==> src/rtl/gpx_pkg.sv <==
package gpx_pkg;
  // byte-to-index shift for the host bus width
  function automatic int bus_shift(input int bus_w);
    return (bus_w == 32) ? 2 : 1;
  endfunction

  // number of registers needed to hold n pins of width w
  function automatic int reg_count(input int n, input int w);
    return (n + w - 1) / w;
  endfunction

  function automatic logic [15:0] ack_word(input bit inverted);
    return inverted ? 16'h0000 : 16'hFFFF;
  endfunction
endpackage

==> src/rtl/gpx_sync.sv <==
module gpx_sync #(
  parameter int W = 8
) (
  input  logic         clk,
  input  logic         rst_n,
  input  logic [W-1:0] d_async,
  output logic [W-1:0] d_sync
);
  logic [W-1:0] stg1_q;
  logic [W-1:0] stg2_q;

  always_ff @(posedge clk or negedge rst_n) begin
    if (!rst_n) begin
      stg1_q <= '0;
      stg2_q <= '0;
    end else begin
      stg1_q <= d_async;
      stg2_q <= stg1_q;
    end
  end

  assign d_sync = stg2_q;
endmodule

==> src/rtl/gpx_pend.sv <==
module gpx_pend #(
  parameter int N_IRQ = 8
) (
  input  logic             clk,
  input  logic             rst_n,
  input  logic [N_IRQ-1:0] src_s,
  input  logic             ack,
  output logic [N_IRQ-1:0] pend,
  output logic             irq
);
  logic [N_IRQ-1:0] src_d_q;
  logic [N_IRQ-1:0] pend_q, pend_nxt;
  logic [N_IRQ-1:0] rise;
  logic             irq_q, irq_nxt;

  always_comb begin
    rise     = src_s & ~src_d_q;
    pend_nxt = (ack ? '0 : pend_q) | rise;
    irq_nxt  = (|pend_nxt) & ~ack;
  end

  always_ff @(posedge clk or negedge rst_n) begin
    if (!rst_n) begin
      src_d_q <= '0;
      pend_q  <= '0;
      irq_q   <= 1'b0;
    end else begin
      src_d_q <= src_s;
      pend_q  <= pend_nxt;
      irq_q   <= irq_nxt;
    end
  end

  assign pend = pend_q;
  assign irq  = irq_q;

  // an edge always lands in the pending register
  a_r5_edge_sets: assert property (@(posedge clk) disable iff (!rst_n)
    (|rise) |=> ((pend_q & $past(rise)) == $past(rise)));
  // an acknowledge without a new edge leaves nothing pending
  a_r6_ack_clears: assert property (@(posedge clk) disable iff (!rst_n)
    (ack && !(|rise)) |=> (pend_q == '0));
  // the line is always low in the cycle after an acknowledge
  a_r8_drop_after_ack: assert property (@(posedge clk) disable iff (!rst_n)
    ack |=> !irq_q);
  // a raised line always has a pending cause
  a_r7_irq_has_cause: assert property (@(posedge clk) disable iff (!rst_n)
    irq_q |-> (pend_q != '0));
endmodule

==> src/rtl/gpx_outbank.sv <==
module gpx_outbank #(
  parameter int               REG_W  = 8,
  parameter int               N_OUT  = 12,
  parameter int               N_REGS = 2,
  parameter logic [N_OUT-1:0] INIT   = '0
) (
  input  logic              clk,
  input  logic              rst_n,
  input  logic [N_REGS-1:0] wr_en,
  input  logic [REG_W-1:0]  wdata,
  output logic [N_OUT-1:0]  q
);
  logic [N_OUT-1:0] q_nxt;
  logic             unused_wd;

  assign unused_wd = ^wdata;

  for (genvar n = 0; n < N_OUT; n++) begin : g_pin
    localparam int K = n / REG_W;
    localparam int J = n % REG_W;

    always_comb q_nxt[n] = wr_en[K] ? wdata[J] : q[n];

    always_ff @(posedge clk or negedge rst_n) begin
      if (!rst_n) q[n] <= INIT[n];
      else        q[n] <= q_nxt[n];
    end
  end

  // pins hold when their registers are not written
  a_r10_hold: assert property (@(posedge clk) disable iff (!rst_n)
    !(|wr_en) |=> $stable(q));
endmodule

==> src/rtl/gpx_regif.sv <==
module gpx_regif
  import gpx_pkg::*;
#(
  parameter int BUS_W      = 16,
  parameter int REG_W      = 8,
  parameter int ADDR_W     = 8,
  parameter int N_IN       = 12,
  parameter int N_OUT      = 12,
  parameter int N_IRQ      = 8,
  parameter int IN_BASE    = 0,
  parameter int OUT_BASE   = 4,
  parameter int STAT_IDX   = 7,
  parameter bit ACK_INVERT = 1'b0,
  localparam int BSH        = bus_shift(BUS_W),
  localparam int IDX_W      = ADDR_W - BSH,
  localparam int N_OUT_REGS = reg_count(N_OUT, REG_W)
) (
  input  logic                  clk,
  input  logic                  rst_n,
  input  logic [ADDR_W-1:0]     bus_addr,
  input  logic                  bus_rd,
  input  logic                  bus_wr,
  input  logic [15:0]           bus_wdata,
  output logic [15:0]           bus_rdata,
  input  logic [N_IN-1:0]       in_s,
  input  logic [N_OUT-1:0]      out_q,
  input  logic [N_IRQ-1:0]      pend,
  output logic [N_OUT_REGS-1:0] wr_en,
  output logic                  ack
);
  localparam logic [15:0] ACK_VAL = ack_word(ACK_INVERT);

  logic [IDX_W-1:0] idx;
  logic             unused_lo;
  logic [15:0]      rd_val;
  logic             hit;
  logic [15:0]      rdata_q, rdata_nxt;

  assign idx       = bus_addr[ADDR_W-1:BSH];
  assign unused_lo = ^bus_addr[BSH-1:0];

  for (genvar k = 0; k < N_OUT_REGS; k++) begin : g_wen
    assign wr_en[k] = bus_wr && (idx == IDX_W'(OUT_BASE + k));
  end

  assign ack = bus_wr && (idx == IDX_W'(STAT_IDX)) && (bus_wdata == ACK_VAL);

  always_comb begin
    rd_val = '0;
    hit    = 1'b0;
    for (int n = 0; n < N_IN; n++) begin
      if (idx == IDX_W'(IN_BASE + n / REG_W)) begin
        rd_val[n % REG_W] = in_s[n];
        hit               = 1'b1;
      end
    end
    for (int n = 0; n < N_OUT; n++) begin
      if (idx == IDX_W'(OUT_BASE + n / REG_W)) begin
        rd_val[n % REG_W] = out_q[n];
        hit               = 1'b1;
      end
    end
    if (idx == IDX_W'(STAT_IDX)) begin
      rd_val[N_IRQ-1:0] = pend;
      hit               = 1'b1;
    end
  end

  always_comb rdata_nxt = bus_rd ? rd_val : rdata_q;

  always_ff @(posedge clk or negedge rst_n) begin
    if (!rst_n) rdata_q <= '0;
    else        rdata_q <= rdata_nxt;
  end

  assign bus_rdata = rdata_q;

  // unmapped reads return zero
  a_r9_unmapped_zero: assert property (@(posedge clk) disable iff (!rst_n)
    (bus_rd && !hit) |=> (bus_rdata == 16'h0000));
  // read data holds between strobes
  a_r2_rdata_hold: assert property (@(posedge clk) disable iff (!rst_n)
    !bus_rd |=> $stable(bus_rdata));
  // acknowledge and output write never coincide
  a_r6_ack_excl: assert property (@(posedge clk) disable iff (!rst_n)
    ack |-> !(|wr_en));
endmodule

==> src/rtl/gpx_expander.sv <==
module gpx_expander
  import gpx_pkg::*;
#(
  parameter int               BUS_W      = 16,
  parameter int               REG_W      = 8,
  parameter int               ADDR_W     = 8,
  parameter int               N_IN       = 12,
  parameter int               N_OUT      = 12,
  parameter int               N_IRQ      = 8,
  parameter int               IN_BASE    = 0,
  parameter int               OUT_BASE   = 4,
  parameter int               STAT_IDX   = 7,
  parameter bit               ACK_INVERT = 1'b0,
  parameter logic [N_OUT-1:0] OUT_INIT   = 12'h5A3
) (
  input  logic              clk,
  input  logic              rst_n,
  input  logic [ADDR_W-1:0] bus_addr,
  input  logic              bus_rd,
  input  logic              bus_wr,
  input  logic [15:0]       bus_wdata,
  output logic [15:0]       bus_rdata,
  input  logic [N_IN-1:0]   in_pins,
  output logic [N_OUT-1:0]  out_pins,
  input  logic [N_IRQ-1:0]  irq_src,
  output logic              irq_out
);
  localparam int N_OUT_REGS = reg_count(N_OUT, REG_W);

  logic [1:0]            rst_sync_q;
  logic                  rst_int_n;
  logic [N_IN-1:0]       in_s;
  logic [N_IRQ-1:0]      src_s;
  logic [N_IRQ-1:0]      pend;
  logic [N_OUT_REGS-1:0] wr_en;
  logic                  ack;

  // asynchronous assert, synchronous release
  always_ff @(posedge clk or negedge rst_n) begin
    if (!rst_n) rst_sync_q <= 2'b00;
    else        rst_sync_q <= {rst_sync_q[0], 1'b1};
  end
  assign rst_int_n = rst_sync_q[1];

  gpx_sync #(.W(N_IN)) u_in_sync (
    .clk(clk), .rst_n(rst_int_n), .d_async(in_pins), .d_sync(in_s)
  );

  gpx_sync #(.W(N_IRQ)) u_src_sync (
    .clk(clk), .rst_n(rst_int_n), .d_async(irq_src), .d_sync(src_s)
  );

  gpx_regif #(
    .BUS_W(BUS_W), .REG_W(REG_W), .ADDR_W(ADDR_W), .N_IN(N_IN),
    .N_OUT(N_OUT), .N_IRQ(N_IRQ), .IN_BASE(IN_BASE), .OUT_BASE(OUT_BASE),
    .STAT_IDX(STAT_IDX), .ACK_INVERT(ACK_INVERT)
  ) u_regif (
    .clk(clk), .rst_n(rst_int_n), .bus_addr(bus_addr), .bus_rd(bus_rd),
    .bus_wr(bus_wr), .bus_wdata(bus_wdata), .bus_rdata(bus_rdata),
    .in_s(in_s), .out_q(out_pins), .pend(pend), .wr_en(wr_en), .ack(ack)
  );

  gpx_outbank #(
    .REG_W(REG_W), .N_OUT(N_OUT), .N_REGS(N_OUT_REGS), .INIT(OUT_INIT)
  ) u_outbank (
    .clk(clk), .rst_n(rst_int_n), .wr_en(wr_en),
    .wdata(bus_wdata[REG_W-1:0]), .q(out_pins)
  );

  gpx_pend #(.N_IRQ(N_IRQ)) u_pend (
    .clk(clk), .rst_n(rst_int_n), .src_s(src_s), .ack(ack),
    .pend(pend), .irq(irq_out)
  );
endmodule

==> config.mk <==
export PLATFORM = sky130hd
export DESIGN_NAME = gpx_expander
export DESIGN_NICKNAME = d
export VERILOG_FILES = /design/src/rtl/gpx_pkg.sv /design/src/rtl/gpx_sync.sv /design/src/rtl/gpx_pend.sv /design/src/rtl/gpx_outbank.sv /design/src/rtl/gpx_regif.sv /design/src/rtl/gpx_expander.sv
export SDC_FILE = /design/constraint.sdc
export NUM_CORES = 1
export LEC_CHECK = 0
export ABC_AREA = 1
export CAP_MARGIN = 20
export CORE_ASPECT_RATIO = 0.7
export CORE_MARGIN = 2
export CORE_UTILIZATION = 35
export DETAILED_ROUTE_END_ITERATION = 10
export DONT_BUFFER_PORTS = 1
export SKIP_LAST_GASP = 1
export SYNTH_ARGS = -nofsm -noshare
export SYNTH_HDL_FRONTEND = slang
export SYNTH_HIERARCHICAL = 1
export SYNTH_SLANG_ARGS = --single-unit
==> constraint.sdc <==
create_clock -name clk -period 2.5 [get_ports clk]
set_clock_uncertainty 0.2 [all_clocks]
set_input_delay 0.375 -clock clk [delete_from_list [all_inputs] [get_ports clk]]
set_output_delay 0.375 -clock clk [all_outputs]
set_load 0.005 [all_outputs]
* Word level (Yosys, flattened, before mapping) *
Index checks and enable logic that the tools add are counted.

word-level totals
  flip-flop bits (word level) = 79
  logic and storage cells = 63
  input bits = 48
  output and inout port bits = 29

cells by class
  eq/ne operators = 5
  reductions and logical operators = 6
  muxes and demuxes = 26
  bitwise gates (word level) = 5

operator list
  cell                                                              count
  1-bit 2-to-1 mux                                                  24
  7-bit by 3-bit == test with 1-bit output (second input constant)  3
  16-bit == test (second input constant)                            1
  8-bit 2-to-1 mux                                                  2
  8-bit AND                                                         1
  8-bit inverter                                                    1
  8-bit OR                                                          1
  8-bit OR reduction                                                1
  7-bit by 1-bit == test with 1-bit output (second input constant)  1
  7-bit zero test                                                   1
  1-bit logical AND                                                 4
  1-bit AND                                                         1
  1-bit inverter                                                    1

* Longest topological paths before layout *
Gate-level depths: netlist (run 1).

  depth after elaboration = 7
  mapped depth = 12
  gate-level depth less buffers = 12

* Hierarchy *
Netlist (run 1), hierarchy kept.

modules (own cells, without submodules)
  module                  area each (um^2)  seq. area each (um^2)  times used  cells an instance
  gpx_regif               788.3             200.2                  1           125
  gpx_pend                603.1             425.4                  1           57
  gpx_sync at u_in_sync   600.6             600.6                  1           24
  gpx_outbank             461.7             307.8                  1           51
  gpx_sync at u_src_sync  400.4             400.4                  1           16
  gpx_expander            53.8              50.0                   1           3

* Worst setup path after synthesis (run 1) *
Ideal clock, no wire load.

  kind = input to register
  start point = in bus_addr[6]
  end point = reg u_pend.irq_q (netlist: u_pend/irq)
  library setup time = 0.123 ns
  path slack = 0.775 ns
  data arrival time = 1.402 ns
  data required time = 2.177 ns
  path buffers = 0
  stages on the path = 12
  path through = nor2_2 -> nand2_2 -> nor2_4 -> nand2_2 -> nor2_1 -> inv_2 -> nand2_1 -> nand2_2 -> nor2_1 -> nand2_1 -> nor2_1 -> nor2_1

between the ends
  longest elaborated chain between the ends = 7
  elaborated cells on any way between the ends = 8
  classes of those cells = eq/ne: 1; mux: 1; bitwise: 3; reduce/logical: 3

RTL lines
  item                                      line                text
  start, declared                           gpx_expander.sv:18  input logic [ADDR_W-1:0] bus_addr,
  7-bit by 3-bit == test with 1-bit output  gpx_regif.sv:46     assign ack = bus_wr && (idx == IDX_W'(STAT_IDX)) && (bus_wdata == ACK_VAL);
  1-bit logical AND (2 in series)           gpx_regif.sv:46
  via ack                                   gpx_expander.sv:36  logic ack;
  8-bit 2-to-1 mux                          gpx_pend.sv:18      pend_nxt = (ack ? '0 : pend_q) | rise;
  8-bit OR                                  gpx_pend.sv:18
  via u_pend.pend_nxt[1]                    gpx_pend.sv:12      logic [N_IRQ-1:0] pend_q, pend_nxt;
  8-bit OR reduction                        gpx_pend.sv:19      irq_nxt = (|pend_nxt) & ~ack;
  1-bit AND                                 gpx_pend.sv:19
  via u_pend.irq_nxt                        gpx_pend.sv:14      logic irq_q, irq_nxt;
  end signal, assigned                      gpx_pend.sv:30      irq_q <= irq_nxt;
  end, declared                             gpx_pend.sv:14

The timed path passes the listed nets, and every way through them passes these cells.
A chain may end at the register's enable or synchronous reset.

* Final worst setup path (run 1) *
Ends and elaborated chain as after synthesis.

==> results of run 1 <==
[power by group through the flow]
stage	clock network [mW]	logic, mW	registers, mW
after floorplan	0	0.0597	1.41
after global placement	0	0.0778	1.41
after detailed placement	0	0.0799	1.41
after CTS	1.44	0.120	1.39
after global routing	1.50	0.137	1.39
final	1.41	0.119	1.39
[repair_timing]
item / CTS / global route
hold endpoints to repair: 38 / 0
buffers inserted: 0 / 0
hold buffers: 30 / 0
[state kept, by name, summed over array words and instances (netlist names)]
name,cells
u_in_sync/d_sync,12
u_src_sync/d_sync,8
u_pend/irq,1
u_in_sync/stg1_q,12
u_src_sync/stg1_q,8
rst_sync_q,2
u_pend/pend,8
u_regif/bus_rdata,8
u_pend/src_d_q,8
u_outbank/q,12
[worst reg2reg max path, stage by stage (launching register included)]
cell and delay [ns]:
dfstp_2 0.57, nand3_1 0.09, nand4_1 0.15, nand2_1 0.08, nand2_1 0.06
[through the flow]
stage	utilization, %	cells	area, sq um	setup slack [ns]	total power, mW
2_1_floorplan	-	283	2940	0.775	1.46
3_3_place_gp	37.9	377	3020	0.555	1.49
3_5_place_dp	37.9	377	3020	0.522	1.49
4_1_cts	45.8	423	3650	0.864	2.95
5_1_grt	45.8	423	3650	0.659	3.03
6_report	45.8	423	3650	0.863	2.91
[synthesized netlist by cell type (2+ instances only)]
library cell / number / area [sq um]
o21ai_1: 4 / 20.0
inv_2: 4 / 15.0
nand4_1: 5 / 31.3
nor4_1: 3 / 18.8
dfstp_2: 6 / 158
inv_1: 19 / 71.3
nand2_1: 94 / 353
nor2_4: 2 / 22.5
nor3_2: 2 / 20.0
buf_4: 9 / 67.6
dfrtp_1: 73 / 1830
nor2_1: 9 / 33.8
conb_1: 2 / 7.51
nor2_2: 3 / 18.8
nand3_1: 22 / 110
o21ai_0: 4 / 20.0
nand2_2: 9 / 56.3
[worst max path at each step]
stage | startpoint | endpoint | slack [ns]
after CTS | bus_addr[6] | u_pend/irq | 0.86
after global placement | bus_addr[6] | u_pend/irq | 0.56
after global routing | bus_addr[6] | u_pend/irq | 0.66
after detailed placement | bus_addr[6] | u_pend/irq | 0.52
after floorplan | bus_addr[6] | u_pend/irq | 0.78
final | bus_addr[6] | u_pend/irq | 0.86
[metal layers]
metal | share of wire, % | routed length [microns] | track usage, %
met1 | 46 | 2780 | 20.2
met2 | 43 | 2570 | 20.8
met4 | 0.85 | 51 | 4.76
met3 | 10 | 609 | 6.11
met5 | 0 | 0 | 0
[cell families (layout without fill, tap and decap cells)]
logic type      after synthesis  count (layout)
other cells                   2               9
flops                        79              79
buf+inv                      34              73
compound gates                9               9
simple gates                152             152
[final cells by class]
type,instances,area (sq um),area share [%]
Clock buffer,11,253,6.92
Tap cell,101,126,3.46
Timing Repair Buffer,34,343,9.38
Sequential cell,79,1990,54.3
Inverter,23,86.3,2.36
Clock inverter,5,80.1,2.19
Multi-Input combinational cell,170,781,21.4
==> flow_metrics.py, run 1 <==
metrics = {
    "outcome": {
        "status": "finished, violations left",
        "violations": "DRC",
    },
    "global_route": {
        "grt_usage_pct": 14.6,
        "overflow": 0,
        "grt_pass1_vias": 1880,
        "grt_pass1_wl_mm": 9.65,
        "grt_start_max_net_pins": 48,
        "antenna_found_initial": 0,
    },
    "logic_synthesis": {
        "syn_area_per_cell_sq_um": 10.5,
        "synth-seq-area-share_pct": 68.2,
        "synth-simple-area-share_pct": 24.0,
        "synth_warnings": 6,
        "synthAdderAreaFrac_pct": 0,
        "synth_top_family_by_area": "simple AND/OR/NAND/NOR gates",
        "ys_seq_elements": 79,
        "synth_edf_count": 0,
        "synth_cell_types": 23,
        "synth_compound_area_share_pct": 1.68,
        "synthMuxAreaShare_pct": 0,
        "synth_ff_type": "dfrtp_1",
        "netlist_instances": 276,
        "synth_area_sq_mm": 0.00291,
        "yosys.area_share.xor_xnor_pct": 0,
        "async_reset_ff_share_pct": 100,
    },
    "power": {
        "pwr-share-clk_pct": 48.3,
        "p_comb_share_pct": 4.1,
        "powerDensity_mw_per_mm2": 797,
        "p_leak_nw": 1.73,
        "p_int_mw": 2.32,
        "peakVddDrop_mv": 0.436,
        "power.switching_uw": 589,
        "power_frac_seq_pct": 47.6,
        "p_sw_share_pct": 20.2,
    },
    "routing": {
        "vias": 1906,
        "wl_per_cell_microns": 14.2,
        "via_per_inst": 4.51,
        "drtIter0Drc": 149,
        "drt_wl_total_mm": 6.00,
        "detail-route-antenna-nets": 0,
        "drc": 7,
        "dr.pass1.iters": 7,
    },
    "timing": {
        "fin_crit_sh_pct": 65.5,
        "fmax_mhz": 611,
        "finalSetupTns_ns": 0,
        "tightestPinTransition_ns": 0.517,
        "grt_setup_unrepaired": "false",
        "finalHoldViolCount": 0,
        "slew_violations": 0,
        "slew-limit-headroom_pct": 65.6,
        "finalSetupViolations": 0,
        "post-route-min-period_ns": 1.64,
        "hold_ws_ns": 0.0440,
    },
    "clocking": {
        "htree_levels": 3,
        "clkLatencyLatePin_ns": 0.33,
        "cts_resized": 0,
        "cts_buffers": 9,
        "path_clk_slew_ns": 0.05,
        "clockBufferDepth": 2,
        "cts-root-buf": "clkbuf_16",
        "clock_sinks": 79,
        "tritoncts": "done",
    },
    "placement": {
        "gp_congestion": 0.796,
        "io_buffers": 0,
        "dp_hpwl_mm": 4.45,
    },
    "floorplanning": {
        "initial_core_util_pct": 36.5,
        "io_pins": 77,
        "dieArea_sq_mm": 0.00906,
        "die_w_microns": 113,
        "coreArea_sq_mm": 0.00797,
        "dieHeight_microns": 80.3,
        "std_cell_rows": 27,
    },
    "worst_setup_path": {
        "end_kind": "register",
        "cp-start-kind": "input pin",
        "reg2reg_depth": 4,
        "r2r_start": "u_outbank/q[0]",
        "cp_max_fo": 8,
        "crit_buf_inv": 1,
        "arrival_ns": 1.65,
        "crit_required_ns": 2.51,
        "rr_endpoint": "u_regif/bus_rdata[0]",
        "critPathMaxStageDelay_ns": 0.19,
        "worst-setup-path-type": "in -> reg",
        "rrSetupSlack_ns": 1.29,
        "cp_num_cells": 12,
        "crit_family": "simple AND/OR/NAND/NOR gates",
        "slowest_stage": "nor2_1",
        "path_cells": "nor2_2 -> nand2_2 -> nor2_4 -> nand2_2 -> nor2_1 -> inv_2 -> nand2_1 -> nand2_2 -> nor2_2 -> nand2_1 -> nor2_1 -> nor2_1",
    },
    "layout": {
        "antenna_cells": 0,
        "fillers": 769,
        "most-common-layout-cells": "nand2_1, dfrtp_1, dlygate4sd3_1, nand3_1, inv_1",
        "final_common_cell": "nand2_1",
        "nNetsFinal": 365,
        "drive_gt1_share_pct": 15.5,
        "syn_to_final_growth_pct": 25.7,
    },
    "worst_hold_path": {
        "worst_hold_path_type": "reg -> async",
    },
    "flow_run": {
        "maxCapViolations": 0,
    },
}
Note: power is estimated with default switching activity, not from simulation.
==> run 2, diff against run 1 <==
clock period = 1.61 ns   (was 2.5 ns; I/O delays follow)
==> flow_metrics.py, run 2 (synthesis gave the netlist of run 1 again) <==
metrics = {
    "layout": {
        "drive_gt1_share_pct": 16.2,
        "fillers": 768,
        "syn_to_final_growth_pct": 25.9,
        "nNetsFinal": 371,
        "final_core_util_pct": 45.9,
        "most-common-layout-cells": "nand2_1, dfrtp_1, dlygate4sd3_1, nand3_1, inv_1",
        "final_common_cell": "nand2_1",
        "antenna_cells": 0,
    },
    "clocking": {
        "post-cts-setup-buffers": 0,
        "tritoncts": "done",
        "cts_resized": 0,
        "path_clk_slew_ns": 0.05,
        "cts-root-buf": "clkbuf_16",
        "htree_levels": 3,
        "clkLatencyLatePin_ns": 0.34,
        "clock_sinks": 79,
        "cts_buffers": 9,
        "clockBufferDepth": 2,
    },
    "timing": {
        "fmax_mhz": 696,
        "setup_ws_ns": 0.174,
        "slew_violations": 0,
        "post-route-min-period_ns": 1.44,
        "grt_setup_unrepaired": "false",
        "finalHoldViolCount": 0,
        "fin_crit_sh_pct": 89.2,
        "finalSetupViolations": 0,
    },
    "floorplanning": {
        "coreArea_sq_mm": 0.00797,
        "io_pins": 77,
        "dieHeight_microns": 80.3,
        "std_cell_rows": 27,
        "initial_core_util_pct": 36.5,
        "dieArea_sq_mm": 0.00906,
        "die_w_microns": 113,
    },
    "routing": {
        "drt_wl_total_mm": 6.05,
        "drtIter0Drc": 152,
        "drc": 7,
        "detail-route-antenna-nets": 0,
        "via_per_inst": 4.52,
        "dr.pass1.iters": 7,
        "vias": 1939,
        "wl_per_cell_microns": 14.1,
    },
    "worst_setup_path": {
        "arrival_ns": 1.47,
        "worst-setup-path-type": "in -> reg",
        "cp_max_fo": 8,
        "cp-start-kind": "input pin",
        "end_kind": "register",
        "crit_required_ns": 1.64,
    },
    "placement": {
        "gp_congestion": 0.792,
        "dp_hpwl_mm": 4.42,
        "post-place-ws_ns": -0.183,
        "io_buffers": 0,
    },
    "worst_hold_path": {
        "worst_hold_path_type": "in -> reg",
    },
    "global_route": {
        "grt_pass1_vias": 1842,
        "grt_pass1_wl_mm": 9.57,
        "overflow": 0,
        "antenna_found_initial": 0,
        "grt_start_max_net_pins": 40,
        "grt_usage_pct": 14.6,
    },
    "outcome": {
        "violations": "DRC",
        "status": "finished, violations left",
    },
    "power": {
        "peakVddDrop_mv": 0.863,
        "p_leak_nw": 1.74,
        "powerDensity_mw_per_mm2": 1190,
    },
    "flow_run": {
        "maxCapViolations": 0,
    },
}
[run 2: changes by cell type in the layout (fill, tap and decap cells not counted)]
| cell | previous run | this run |
|---|---|---|
| clkinvlp_4 | 2 | 0 |
| bufinv_16 | 2 | 1 |
| dlygate4sd3_1 | 30 | 31 |
| clkbuf_1 | 0 | 2 |
| buf_12 | 1 | 0 |
| buf_4 | 3 | 9 |
| clkinv_4 | 0 | 1 |
[run 2: per-layer routing]
layer | routed length [microns] | global-route usage, %
met5 | 0 | 0
met4 | 96 | 4.15
met3 | 728 | 8.91
met2 | 2390 | 19.2
met1 | 2830 | 19.8
[run 2: cell type report]
type	count	area, sq um	share of cell area [%]
Sequential cell	79	1990	54.2
Clock inverter	3	43.8	1.20
Tap cell	101	126	3.45
Multi-Input combinational cell	170	781	21.3
Timing Repair Buffer	40	378	10.3
Clock buffer	13	260	7.11
Inverter	23	86.3	2.36
[run 2: stage by stage]
step	total power, mW	cell area [sq um]	hold WS (ns)	instances	setup TNS [ns]
after floorplan	2.27	2940	-0.254	283	0
after global placement	2.31	3050	-0.254	382	-0.164
after detailed placement	2.32	3050	-0.254	382	-0.183
after CTS	4.44	3660	0.0218	429	0
after global routing	4.56	3660	0.0411	429	0
final	4.37	3660	0.0344	429	0
[run 2: power by group]
group / internal (mW) / total [mW] / switching (mW)
Sequential: 2.09 / 2.14 / 0.0557
Combinational: 0.0844 / 0.199 / 0.115
Clock: 1.28 / 2.02 / 0.739
[run 2: final timing paths]
| check | startpoint | endpoint | slack (ns) | depth (start not counted) |
|---|---|---|---|---|
| max in group asynchronous | rst_n | rst_sync_q[1] | 0.62 | 2 |
| min in group asynchronous | rst_sync_q[1] | u_src_sync/stg1_q[6] | 0.11 | 1 |
| worst min register to register | rst_sync_q[1] | u_src_sync/stg1_q[6] | 0.11 | 1 |
| worst min-delay path | bus_addr[2] | u_regif/bus_rdata[1] | 0.03 | 4 |
| worst max register to register | u_outbank/q[9] | u_regif/bus_rdata[1] | 0.42 | 4 |
| worst max-delay path | bus_wdata[10] | u_pend/irq | 0.17 | 11 |
[run 2: worst max-delay path, cell delays in order]
cell,delay (ns)
nand2_1,0.07
nor4_1,0.28
nand3_1,0.10
nor2_1,0.18
inv_2,0.13
nand2_2,0.08
nand2_2,0.05
nor2_1,0.12
nand2_1,0.07
nor2_1,0.10
nor2_1,0.04
[run 2: repair_timing]
action / CTS / global route
setup endpoints to repair: 0 / 0
hold buffers: 31 / 0
endpoints found under the hold margin: 42 / 0
==> run 3, diff against run 2 <==
CORE_UTILIZATION = 60   (was 35)
CTS_CLUSTER_DIAMETER = 80   (was default)
PLACE_DENSITY = 0.76   (was default)
==> flow_metrics.py, run 3 (synthesis gave the netlist of run 1 again) <==
metrics = {
    "outcome": {
        "status": "finished, final reports clean",
    },
    "floorplanning": {
        "dieHeight_microns": 62.2,
        "die_w_microns": 87.2,
        "coreArea_sq_mm": 0.00473,
        "initial_core_util_pct": 61.5,
        "dieArea_sq_mm": 0.00543,
        "std_cell_rows": 21,
        "io_pins": 77,
    },
    "layout": {
        "final_cells": 387,
        "antenna_cells": 0,
        "syn_to_final_growth_pct": 22.0,
        "drive_gt1_share_pct": 16.4,
        "final_common_cell": "nand2_1",
        "most-common-layout-cells": "nand2_1, dfrtp_1, dlygate4sd3_1, nand3_1, inv_1",
        "final_core_util_pct": 75.0,
        "nNetsFinal": 373,
    },
    "global_route": {
        "grt_pass1_wl_mm": 9.81,
        "grt_pass1_vias": 2112,
        "grt_usage_pct": 24.8,
        "antenna_found_initial": 0,
        "grt_start_max_net_pins": 41,
        "overflow": 0,
    },
    "worst_setup_path": {
        "end_kind": "register",
        "slowest_stage": "nor4_1",
        "path_cells": "nand2_1 -> nor4_1 -> nand3_1 -> nor2_1 -> inv_2 -> nand2_1 -> nand2_2 -> nor2_2 -> nand2_1 -> nor2_1 -> nor2_1",
        "cp_max_fo": 8,
        "crit_required_ns": 1.65,
        "critPathMaxStageDelay_ns": 0.25,
        "worst-setup-path-type": "in -> reg",
        "startpoint": "bus_wdata[12]",
        "cp-start-kind": "input pin",
        "arrival_ns": 1.46,
        "r2r_start": "rst_sync_q[1]",
    },
    "worst_hold_path": {
        "worstHoldStart": "bus_addr[2]",
        "worst_hold_path_type": "in -> reg",
    },
    "clocking": {
        "clkLatencyLatePin_ns": 0.36,
        "clockBufferDepth": 2,
        "cts_resized": 0,
        "htree_levels": 3,
        "cts_buffers": 9,
        "tritoncts": "done",
        "cts-root-buf": "clkbuf_8",
        "clock_sinks": 79,
        "path_clk_slew_ns": 0.07,
    },
    "routing": {
        "via_per_inst": 5.06,
        "vias": 1960,
        "wl_per_cell_microns": 14.8,
        "drt_wl_total_mm": 5.72,
        "drtIter0Drc": 113,
        "dr.pass1.iters": 4,
        "detail-route-antenna-nets": 0,
        "drc": 0,
    },
    "timing": {
        "grt_setup_unrepaired": "false",
        "post-route-min-period_ns": 1.42,
        "slew_violations": 0,
        "finalHoldViolCount": 0,
        "finalSetupViolations": 0,
        "fmax_mhz": 706,
        "fin_crit_sh_pct": 88.0,
        "hold_ws_ns": 0.0223,
    },
    "power": {
        "powerDensity_mw_per_mm2": 1070,
        "p_leak_nw": 1.71,
        "peakVddDrop_mv": 0.772,
    },
    "placement": {
        "dp_hpwl_mm": 3.79,
        "gp_congestion": 0.841,
        "io_buffers": 0,
        "dpl.cell_count": 338,
    },
    "flow_run": {
        "maxCapViolations": 0,
    },
}
==> run 3: changes by cell type in the layout (fill, tap and decap cells not counted), sizes merged <==
cell	before	now
clkbuf	13	11
clkinvlp	0	2
dlygate4sd3	31	33
==> run 3: critical path, delay by kind of cell <==
| family | cells | cell delay, ns |
|---|---|---|
| AND/OR/NAND/NOR | 10 | 1.10 |
| buffers and inverters | 1 | 0.12 |
==> run 3: area by class of cell <==
| cell class | count | area, sq um |
|---|---|---|
| multi-input cells | 170 | 781 |
| fillers | 311 | 1180 |
| clock inverters | 5 | 58.8 |
| clock buffers | 11 | 141 |
| inverters | 23 | 86.3 |
| flip-flops and latches | 79 | 1990 |
| well taps | 57 | 71.3 |
| repair buffers | 42 | 423 |
==> run 3: path summary, 6_finish.rpt <==
path                            slack [ns]  cells past startpoint              endpoint
worst min register to register        0.08                      1  u_in_sync/d_sync[10]
worst min-delay path                  0.02                      4  u_regif/bus_rdata[3]
worst max-delay path                  0.19                     11            u_pend/irq
max in group asynchronous             0.29                      1   u_in_sync/stg1_q[6]
worst max register to register        0.29                      1   u_in_sync/stg1_q[6]
min in group asynchronous             0.08                      1  u_in_sync/d_sync[10]
==> run 3: what timing repair did <==
| action | in CTS | in global routing |
|---|---|---|
| hold buffers | 33 | 0 |
| endpoints found under the hold margin | 52 | 0 |
| buffers inserted | 0 | 0 |
==> run 3: metrics by stage <==
stage,setup slack (ns),power (mW),TNS (ns),instance area (sq um)
4_1_cts,0.234,3.83,0,3550
3_3_place_gp,-0.0974,2.31,-0.0974,3020
5_1_grt,0.0417,3.98,0,3550
2_1_floorplan,0.0188,2.27,0,2940
3_5_place_dp,-0.145,2.31,-0.153,3020
6_report,0.193,3.79,0,3550
==> run 3: power by group <==
| group | internal, mW | switching (mW) | leakage (nW) | total [mW] |
|---|---|---|---|---|
| Sequential | 2.08 | 0.0537 | 0.916 | 2.14 |
| Combinational | 0.0943 | 0.114 | 0.697 | 0.208 |
| Clock | 0.758 | 0.689 | 0.0955 | 1.45 |
| Total | 2.94 | 0.856 | 1.71 | 3.79 |
==> run 3: per-layer routing <==
layer	vias to the layer above	GRT usage [%]	part of all wire (%)
li1	950	-	-
met1	923	31.5	43
met2	76	37.4	47
met3	11	13.3	8.8
met4	0	7.12	1.9
met5	-	0	0
